===== config.mk =====
export PLATFORM = sky130hd
export DESIGN_NAME = logic_cell_core
export DESIGN_NICKNAME = d
export VERILOG_FILES = /design/src/rtl/lcc_pkg.sv /design/src/rtl/lcc_ctrl_regs.sv /design/src/rtl/lcc_func.sv /design/src/rtl/lcc_edge_irq.sv /design/src/rtl/logic_cell_core.sv
export SDC_FILE = /design/constraint.sdc
export NUM_CORES = 1
export LEC_CHECK = 0
export CAP_MARGIN = 10
export CORE_ASPECT_RATIO = 1.1
export CORE_MARGIN = 2
export CORE_UTILIZATION = 45
export DETAILED_ROUTE_END_ITERATION = 10
export GPL_TIMING_DRIVEN = 0
export PLACE_DENSITY = 0.89
export SKIP_LAST_GASP = 1
export SYNTH_ARGS = -nofsm -noshare
export SYNTH_HDL_FRONTEND = slang
export SYNTH_SLANG_ARGS = --single-unit

===== constraint.sdc =====
create_clock -name clk -period 2.9 [get_ports clk]
set_clock_uncertainty 0.1 [all_clocks]
set_input_delay 0.725 -clock clk [delete_from_list [all_inputs] [get_ports clk]]
set_output_delay 0.725 -clock clk [all_outputs]
set_load 0.02 [all_outputs]

===== src/rtl/lcc_pkg.sv =====
package lcc_pkg;

    localparam int GATE_W = 4;
    localparam int BYTE_W = 8;

    typedef enum logic [2:0] {
        MODE_AND_OR   = 3'b000,
        MODE_OR_XOR   = 3'b001,
        MODE_AND4     = 3'b010,
        MODE_SR       = 3'b011,
        MODE_DFF_SR   = 3'b100,
        MODE_DFF2_R   = 3'b101,
        MODE_JK_R     = 3'b110,
        MODE_LATCH_SR = 3'b111
    } cell_mode_e;

    typedef struct packed {
        logic       en;
        logic       oe;
        logic       status;
        logic       int_rise;
        logic       int_fall;
        cell_mode_e mode;
    } ctrl_t;

endpackage


===== src/rtl/lcc_ctrl_regs.sv =====
module lcc_ctrl_regs
    import lcc_pkg::*;
#(
    parameter int ADDR_W     = 2,
    parameter int CTRL_ADDR  = 0,
    parameter int POLAR_ADDR = 1,
    parameter int FLAG_ADDR  = 2
) (
    input  logic              clk,
    input  logic              rst_n,
    input  logic              bus_we,
    input  logic [ADDR_W-1:0] bus_addr,
    input  logic [BYTE_W-1:0] bus_wdata,
    input  logic              cell_out,
    input  logic              irq_flag,
    output ctrl_t             ctrl,
    output logic              polarity,
    output logic              flag_clr,
    output logic [BYTE_W-1:0] bus_rdata
);

    localparam logic [ADDR_W-1:0] A_CTRL = ADDR_W'(CTRL_ADDR);
    localparam logic [ADDR_W-1:0] A_POL  = ADDR_W'(POLAR_ADDR);
    localparam logic [ADDR_W-1:0] A_FLAG = ADDR_W'(FLAG_ADDR);

    typedef struct packed {
        ctrl_t ctrl;
        logic  pol;
    } regs_t;

    regs_t regs_d, regs_q;

    always_comb begin
        regs_d   = regs_q;
        flag_clr = 1'b0;
        if (bus_we) begin
            if (bus_addr == A_CTRL) begin
                regs_d.ctrl        = ctrl_t'(bus_wdata);
                regs_d.ctrl.status = 1'b0;
            end
            if (bus_addr == A_POL) begin
                regs_d.pol = bus_wdata[0];
            end
            if (bus_addr == A_FLAG) begin
                flag_clr = ~bus_wdata[0];
            end
        end

        bus_rdata = '0;
        if (bus_addr == A_CTRL) begin
            bus_rdata    = BYTE_W'(regs_q.ctrl);
            bus_rdata[5] = cell_out;
        end else if (bus_addr == A_POL) begin
            bus_rdata[0] = regs_q.pol;
        end else if (bus_addr == A_FLAG) begin
            bus_rdata[0] = irq_flag;
        end
    end

    always_ff @(posedge clk or negedge rst_n) begin
        if (!rst_n) begin
            regs_q <= '0;
        end else begin
            regs_q <= regs_d;
        end
    end

    assign ctrl     = regs_q.ctrl;
    assign polarity = regs_q.pol;

endmodule


===== src/rtl/lcc_func.sv =====
module lcc_func
    import lcc_pkg::*;
(
    input  logic              clk,
    input  logic              rst_n,
    input  logic              enable,
    input  cell_mode_e        mode,
    input  logic              polarity,
    input  logic [GATE_W-1:0] gate_in,
    output logic              cell_out
);

    typedef struct packed {
        logic q;
        logic g1_prev;
    } func_t;

    func_t st_d, st_q;

    logic g1, g2, g3, g4;
    logic g1_rise;
    logic raw;

    assign g1 = gate_in[0];
    assign g2 = gate_in[1];
    assign g3 = gate_in[2];
    assign g4 = gate_in[3];

    always_comb begin
        st_d         = st_q;
        st_d.g1_prev = g1;
        g1_rise      = g1 & ~st_q.g1_prev;
        raw          = st_q.q;

        case (mode)
            MODE_AND_OR: begin
                raw    = (g1 & g2) | (g3 & g4);
                st_d.q = 1'b0;
            end
            MODE_OR_XOR: begin
                raw    = (g1 | g2) ^ (g3 | g4);
                st_d.q = 1'b0;
            end
            MODE_AND4: begin
                raw    = g1 & g2 & g3 & g4;
                st_d.q = 1'b0;
            end
            MODE_SR: begin
                if (g3 | g4)      st_d.q = 1'b0;
                else if (g1 | g2) st_d.q = 1'b1;
            end
            MODE_DFF_SR: begin
                if (g3)           st_d.q = 1'b0;
                else if (g4)      st_d.q = 1'b1;
                else if (g1_rise) st_d.q = g2;
            end
            MODE_DFF2_R: begin
                if (g3)           st_d.q = 1'b0;
                else if (g1_rise) st_d.q = g2 ^ g4;
            end
            MODE_JK_R: begin
                if (g3) begin
                    st_d.q = 1'b0;
                end else if (g1_rise) begin
                    case ({g2, g4})
                        2'b01:   st_d.q = 1'b0;
                        2'b10:   st_d.q = 1'b1;
                        2'b11:   st_d.q = ~st_q.q;
                        default: st_d.q = st_q.q;
                    endcase
                end
            end
            MODE_LATCH_SR: begin
                if (g3)      st_d.q = 1'b0;
                else if (g4) st_d.q = 1'b1;
                else if (g1) st_d.q = g2;
            end
            default: st_d.q = 1'b0;
        endcase

        if (!enable) begin
            st_d.q = 1'b0;
        end

        cell_out = enable & (raw ^ polarity);
    end

    always_ff @(posedge clk or negedge rst_n) begin
        if (!rst_n) begin
            st_q <= '0;
        end else begin
            st_q <= st_d;
        end
    end

endmodule


===== src/rtl/lcc_edge_irq.sv =====
module lcc_edge_irq (
    input  logic clk,
    input  logic rst_n,
    input  logic cell_out,
    input  logic int_rise,
    input  logic int_fall,
    input  logic flag_clr,
    output logic irq_flag
);

    typedef struct packed {
        logic out_prev;
        logic flag;
    } edge_t;

    edge_t ed_d, ed_q;
    logic  rise_ev, fall_ev;

    always_comb begin
        rise_ev       = cell_out & ~ed_q.out_prev;
        fall_ev       = ~cell_out & ed_q.out_prev;
        ed_d.out_prev = cell_out;
        ed_d.flag     = (ed_q.flag & ~flag_clr)
                      | (rise_ev & int_rise)
                      | (fall_ev & int_fall);
    end

    always_ff @(posedge clk or negedge rst_n) begin
        if (!rst_n) begin
            ed_q <= '0;
        end else begin
            ed_q <= ed_d;
        end
    end

    assign irq_flag = ed_q.flag;

endmodule


===== src/rtl/logic_cell_core.sv =====
module logic_cell_core
    import lcc_pkg::*;
#(
    parameter int ADDR_W     = 2,
    parameter int CTRL_ADDR  = 0,
    parameter int POLAR_ADDR = 1,
    parameter int FLAG_ADDR  = 2
) (
    input  logic              clk,
    input  logic              rst_n,
    input  logic              bus_we,
    input  logic [ADDR_W-1:0] bus_addr,
    input  logic [7:0]        bus_wdata,
    output logic [7:0]        bus_rdata,
    input  logic [3:0]        gate_in,
    output logic              cell_out,
    output logic              pin_out,
    output logic              irq_flag
);

    ctrl_t ctrl_q;
    logic  polarity_q;
    logic  flag_clr;

    lcc_ctrl_regs #(
        .ADDR_W    (ADDR_W),
        .CTRL_ADDR (CTRL_ADDR),
        .POLAR_ADDR(POLAR_ADDR),
        .FLAG_ADDR (FLAG_ADDR)
    ) regs_i (
        .clk      (clk),
        .rst_n    (rst_n),
        .bus_we   (bus_we),
        .bus_addr (bus_addr),
        .bus_wdata(bus_wdata),
        .cell_out (cell_out),
        .irq_flag (irq_flag),
        .ctrl     (ctrl_q),
        .polarity (polarity_q),
        .flag_clr (flag_clr),
        .bus_rdata(bus_rdata)
    );

    lcc_func func_i (
        .clk     (clk),
        .rst_n   (rst_n),
        .enable  (ctrl_q.en),
        .mode    (ctrl_q.mode),
        .polarity(polarity_q),
        .gate_in (gate_in),
        .cell_out(cell_out)
    );

    lcc_edge_irq edge_i (
        .clk     (clk),
        .rst_n   (rst_n),
        .cell_out(cell_out),
        .int_rise(ctrl_q.int_rise),
        .int_fall(ctrl_q.int_fall),
        .flag_clr(flag_clr),
        .irq_flag(irq_flag)
    );

    assign pin_out = ctrl_q.oe & cell_out;

endmodule


==> out/summary.log <==
INFO  clocking       htree_levels=1
INFO  critical_path  critical_path.endpoint_type=output pin
INFO  synth          synthesis.area=851µm²
INFO  finish         synthToLayoutAreaGrowth=43.7%
INFO  power          power.switching=0.237mW
INFO  timing         setup_viol=2
INFO  timing         timing.max_slew.rel_slack=62.3%
INFO  timing         finalHoldViolations=0
INFO  critical_path  setup.worst_path.start_class=input pin
INFO  critical_path  cpPeakStageDelay=0.21ns
INFO  place          gp_congestion=0.866
INFO  grt            pin_count_of_the_biggest_net_entering_global_routing=13
INFO  critical_path  critPathBufInv=2
INFO  timing         setup_tns=-0.0132ns
INFO  floorplan      die_width=45.5µm
INFO  place          io_buffers=26
INFO  synth          synthDominantAreaCellType=dfrtp_1
INFO  floorplan      design.portCount=28
INFO  grt            antenna_violations_before_repair=0
INFO  place          dp_hpwl=1480µm
INFO  finish         drive_above_1_share=25.4%
INFO  synth          synth_largest_type_area_fraction=35.3%
INFO  grt            first_global_vias=844
INFO  drt            route.detailed.vias_per_inst=5.85
INFO  drt            num_vias=819
INFO  drt            detailedRoute.firstPassIterationCount=4
INFO  finish         final_nets=145
INFO  timing         final.setup.worst_slack=-0.00742ns
INFO  floorplan      dieHeight=49.6µm
INFO  timing         max_slew.worst_pin.slew=0.564ns
INFO  synth          leading_post_synthesis_cells_by_cell_area=dfrtp_1 35%, mux2_2 9.3%, ha_1 7.4%, and2_1 5.9%, nor2b_1 4.4%
INFO  clocking       cts-buffers-inserted=3
INFO  finish         fin_cells=140
INFO  floorplan      core_area=0.00178mm²
INFO  clocking       clock_tree.root_cell=clkbuf_4
INFO  run            max_capacitance_violation_count=0
INFO  critical_path  crit_chain=buf_6 -> nor2_4 -> ha_4 -> o21ai_1 -> o211ai_1 -> mux2i_1 -> a21o_1 -> and2_4 -> buf_6
INFO  critical_path  worst_reg2reg_startpoint=regs_i.ctrl[0]
INFO  critical_path  worst-setup-path-type=in -> out
INFO  critical_path  timing.critical_path.max_delay_family=compound AO/OA/AOI/OAI gates
INFO  clocking       hold_buffers=0
INFO  grt            grt_use_total=20.7%
INFO  synth          yosys_reg_bits=12
INFO  synth          synth.net_count=112
INFO  drt            totalWireLength=2220µm
INFO  timing         final-max-slew-violation-count=0
INFO  critical_path  r2r_slack=0.93ns
INFO  drt            drt.antenna.violating_nets=0
INFO  power          power.switching_fraction=35.9%
INFO  critical_path  worst_path_maximum_fanout=6
INFO  synth          postSynthCellCount=90
INFO  synth          seq_area_frac_synth=35.3%
INFO  clocking       cts.path.max_buffers=2
INFO  synth          postSynthAreaPerCell=9.45µm²
INFO  hold_path      hp-class=reg -> reg
INFO  power          comb_power_share=43.7%
INFO  critical_path  worstSetupStartpoint=gate_in[1]
INFO  place          placedCellCount=134
INFO  hold_path      hp-start=regs_i.ctrl[4]
INFO  clocking       insertion_delay=0.29ns
INFO  drt            wl_per_cell=15.8µm
INFO  status         failing_checks=setup timing
INFO  timing         finalCritPeriodShare=100%
INFO  timing         final.min_clock_period=2.91ns
INFO  power          powerDensity=539mW/mm²
INFO  synth          synthesis.yosys.warnings=0
INFO  critical_path  timing.critical_path.arrival=2.08ns
INFO  power          max-vdd-ir-drop=0.460mV
INFO  critical_path  crit_path_frequent_cell=buf_6
INFO  clocking       cts.clk_slew.worst_paths=0.08ns
INFO  power          clock_power_share=21.1%
INFO  grt            grt.overflow.total=0
INFO  power          sequentialPowerShare=35.2%
INFO  finish         insertedDiodeCount=0
INFO  synth          synth_cell_types=31
INFO  floorplan      placementRows=16
INFO  grt            wire_length_of_the_first_global_routing_pass=3470µm
INFO  clocking       number_of_sinks_handled_by_clock_tree_synthesis=12
INFO  critical_path  timing.critical_path.required=2.08ns
INFO  clocking       cts_tree=built
INFO  drt            drc=0
INFO  critical_path  critPathSlowestCell=a21o_1
INFO  status         status=complete, but fails checks
INFO  timing         achievable-frequency=344MHz
INFO  timing         setup_repair_after_global_routing_missed_its_margin=yes
INFO  floorplan      floorplan.initialDensity=47.8%
INFO  floorplan      die_outline_area=0.00226mm²
INFO  power          power.internal=0.422mW
INFO  drt            drt-initial-drc-count=6
INFO  power          p_leak=0.570nW
INFO  timing         fin_worst_hold_slack=0.440ns
INFO  finish         final_core_util=68.6%
## metrics by stage
stage	area [µm²]	setup slack, ns	total power, mW
global route	1220	-0.0441	0.692
floorplan	851	0.0973	0.388
CTS	1150	-0.0302	0.622
global placement	1130	-0.983	0.490
finish	1220	-0.00742	0.659
detailed placement	1130	-0.995	0.496
## cell usage in the layout (no fill, tap or decap), types with 4 or more instances in the layout
cell type and count:
clkdlybuf4s50_1 12, o21ai_0 4, inv_1 4, buf_6 7, and2_1 6, nor2b_1 6
mux2_2 7, dlygate4sd2_1 6, ha_1 4, nand2_1 6, dfrtp_1 12, nor3_1 4
## registers in the layout, indices dropped and copies added (netlist names)
signal           count
edge_i.irq_flag      1
edge_i.ed_q          1
regs_i.ctrl          7
regs_i.polarity      1
func_i.st_q          2
## worst paths after layout
| kind | endpoint | cells after the start |
|---|---|---|
| min in group asynchronous | regs_i.ctrl[6] | 1 |
| worst min register to register | regs_i.ctrl[4] | 1 |
| worst max register to register | edge_i.irq_flag | 8 |
| worst min-delay path | regs_i.ctrl[4] | 1 |
| max in group asynchronous | edge_i.irq_flag | 1 |
| worst max-delay path | pin_out | 9 |
## routing by layer
metal | vias up | share of wire [%] | track usage [%]
met4 | 0 | 0.86 | 8.33
met3 | 3 | 7.0 | 5.13
met5 | - | 0 | 0
li1 | 385 | - | -
met2 | 37 | 52 | 35.2
met1 | 394 | 40 | 23.8
## Yosys cell counts
cell and n:
dfrtp_1 12, and3b_1 1, o311a_1 1, o2111ai_1 1, mux2_1 1, and2_1 8
nor4bb_1 1, o31a_1 1, or3_4 1, nor2b_1 6, o31ai_1 1, nand2b_1 2
nand4_1 1, or4_1 1, nor2_1 6, a22oi_1 1, mux2i_1 3, buf_2 2
ha_1 5, o21ai_1 1, inv_1 4, o211ai_1 1, buf_6 1, o211ai_2 1
a211oi_1 1, o21ai_0 5, a21oi_1 3, nand2_1 6, mux2_2 7, nor3_1 4
a21o_1 1
## power by group through the flow
stage	clock, mW	sequential, mW	combinational, mW
finish	0.139	0.232	0.288
floorplan	0	0.235	0.153
detailed placement	0	0.234	0.263
global placement	0	0.233	0.256
global route	0.145	0.238	0.309
CTS	0.137	0.232	0.253
## logic make-up after synthesis
logic type	count (synthesis)	synth area share [%]
buf+inv	7	4.26
compound gates	18	14.4
flops	12	35.3
simple gates	37	24.6
fa+ha+maj	5	7.35
mux	11	14.1
## final cells by class
cell class	instances	area (µm²)
multi-input cells	71	554
well taps	18	22.5
repair buffers	28	273
inverters	4	15.0
fillers	126	559
clock buffers	4	36.3
flip-flops and latches	12	300
plain buffers	3	21.3
## repair_timing
action	in CTS	in global routing
setup endpoints to repair	9	3
gates resized for setup	43	16
pin swaps	3	4
buffers inserted	0	2
No activity file was read; power rests on OpenSTA's default activity.
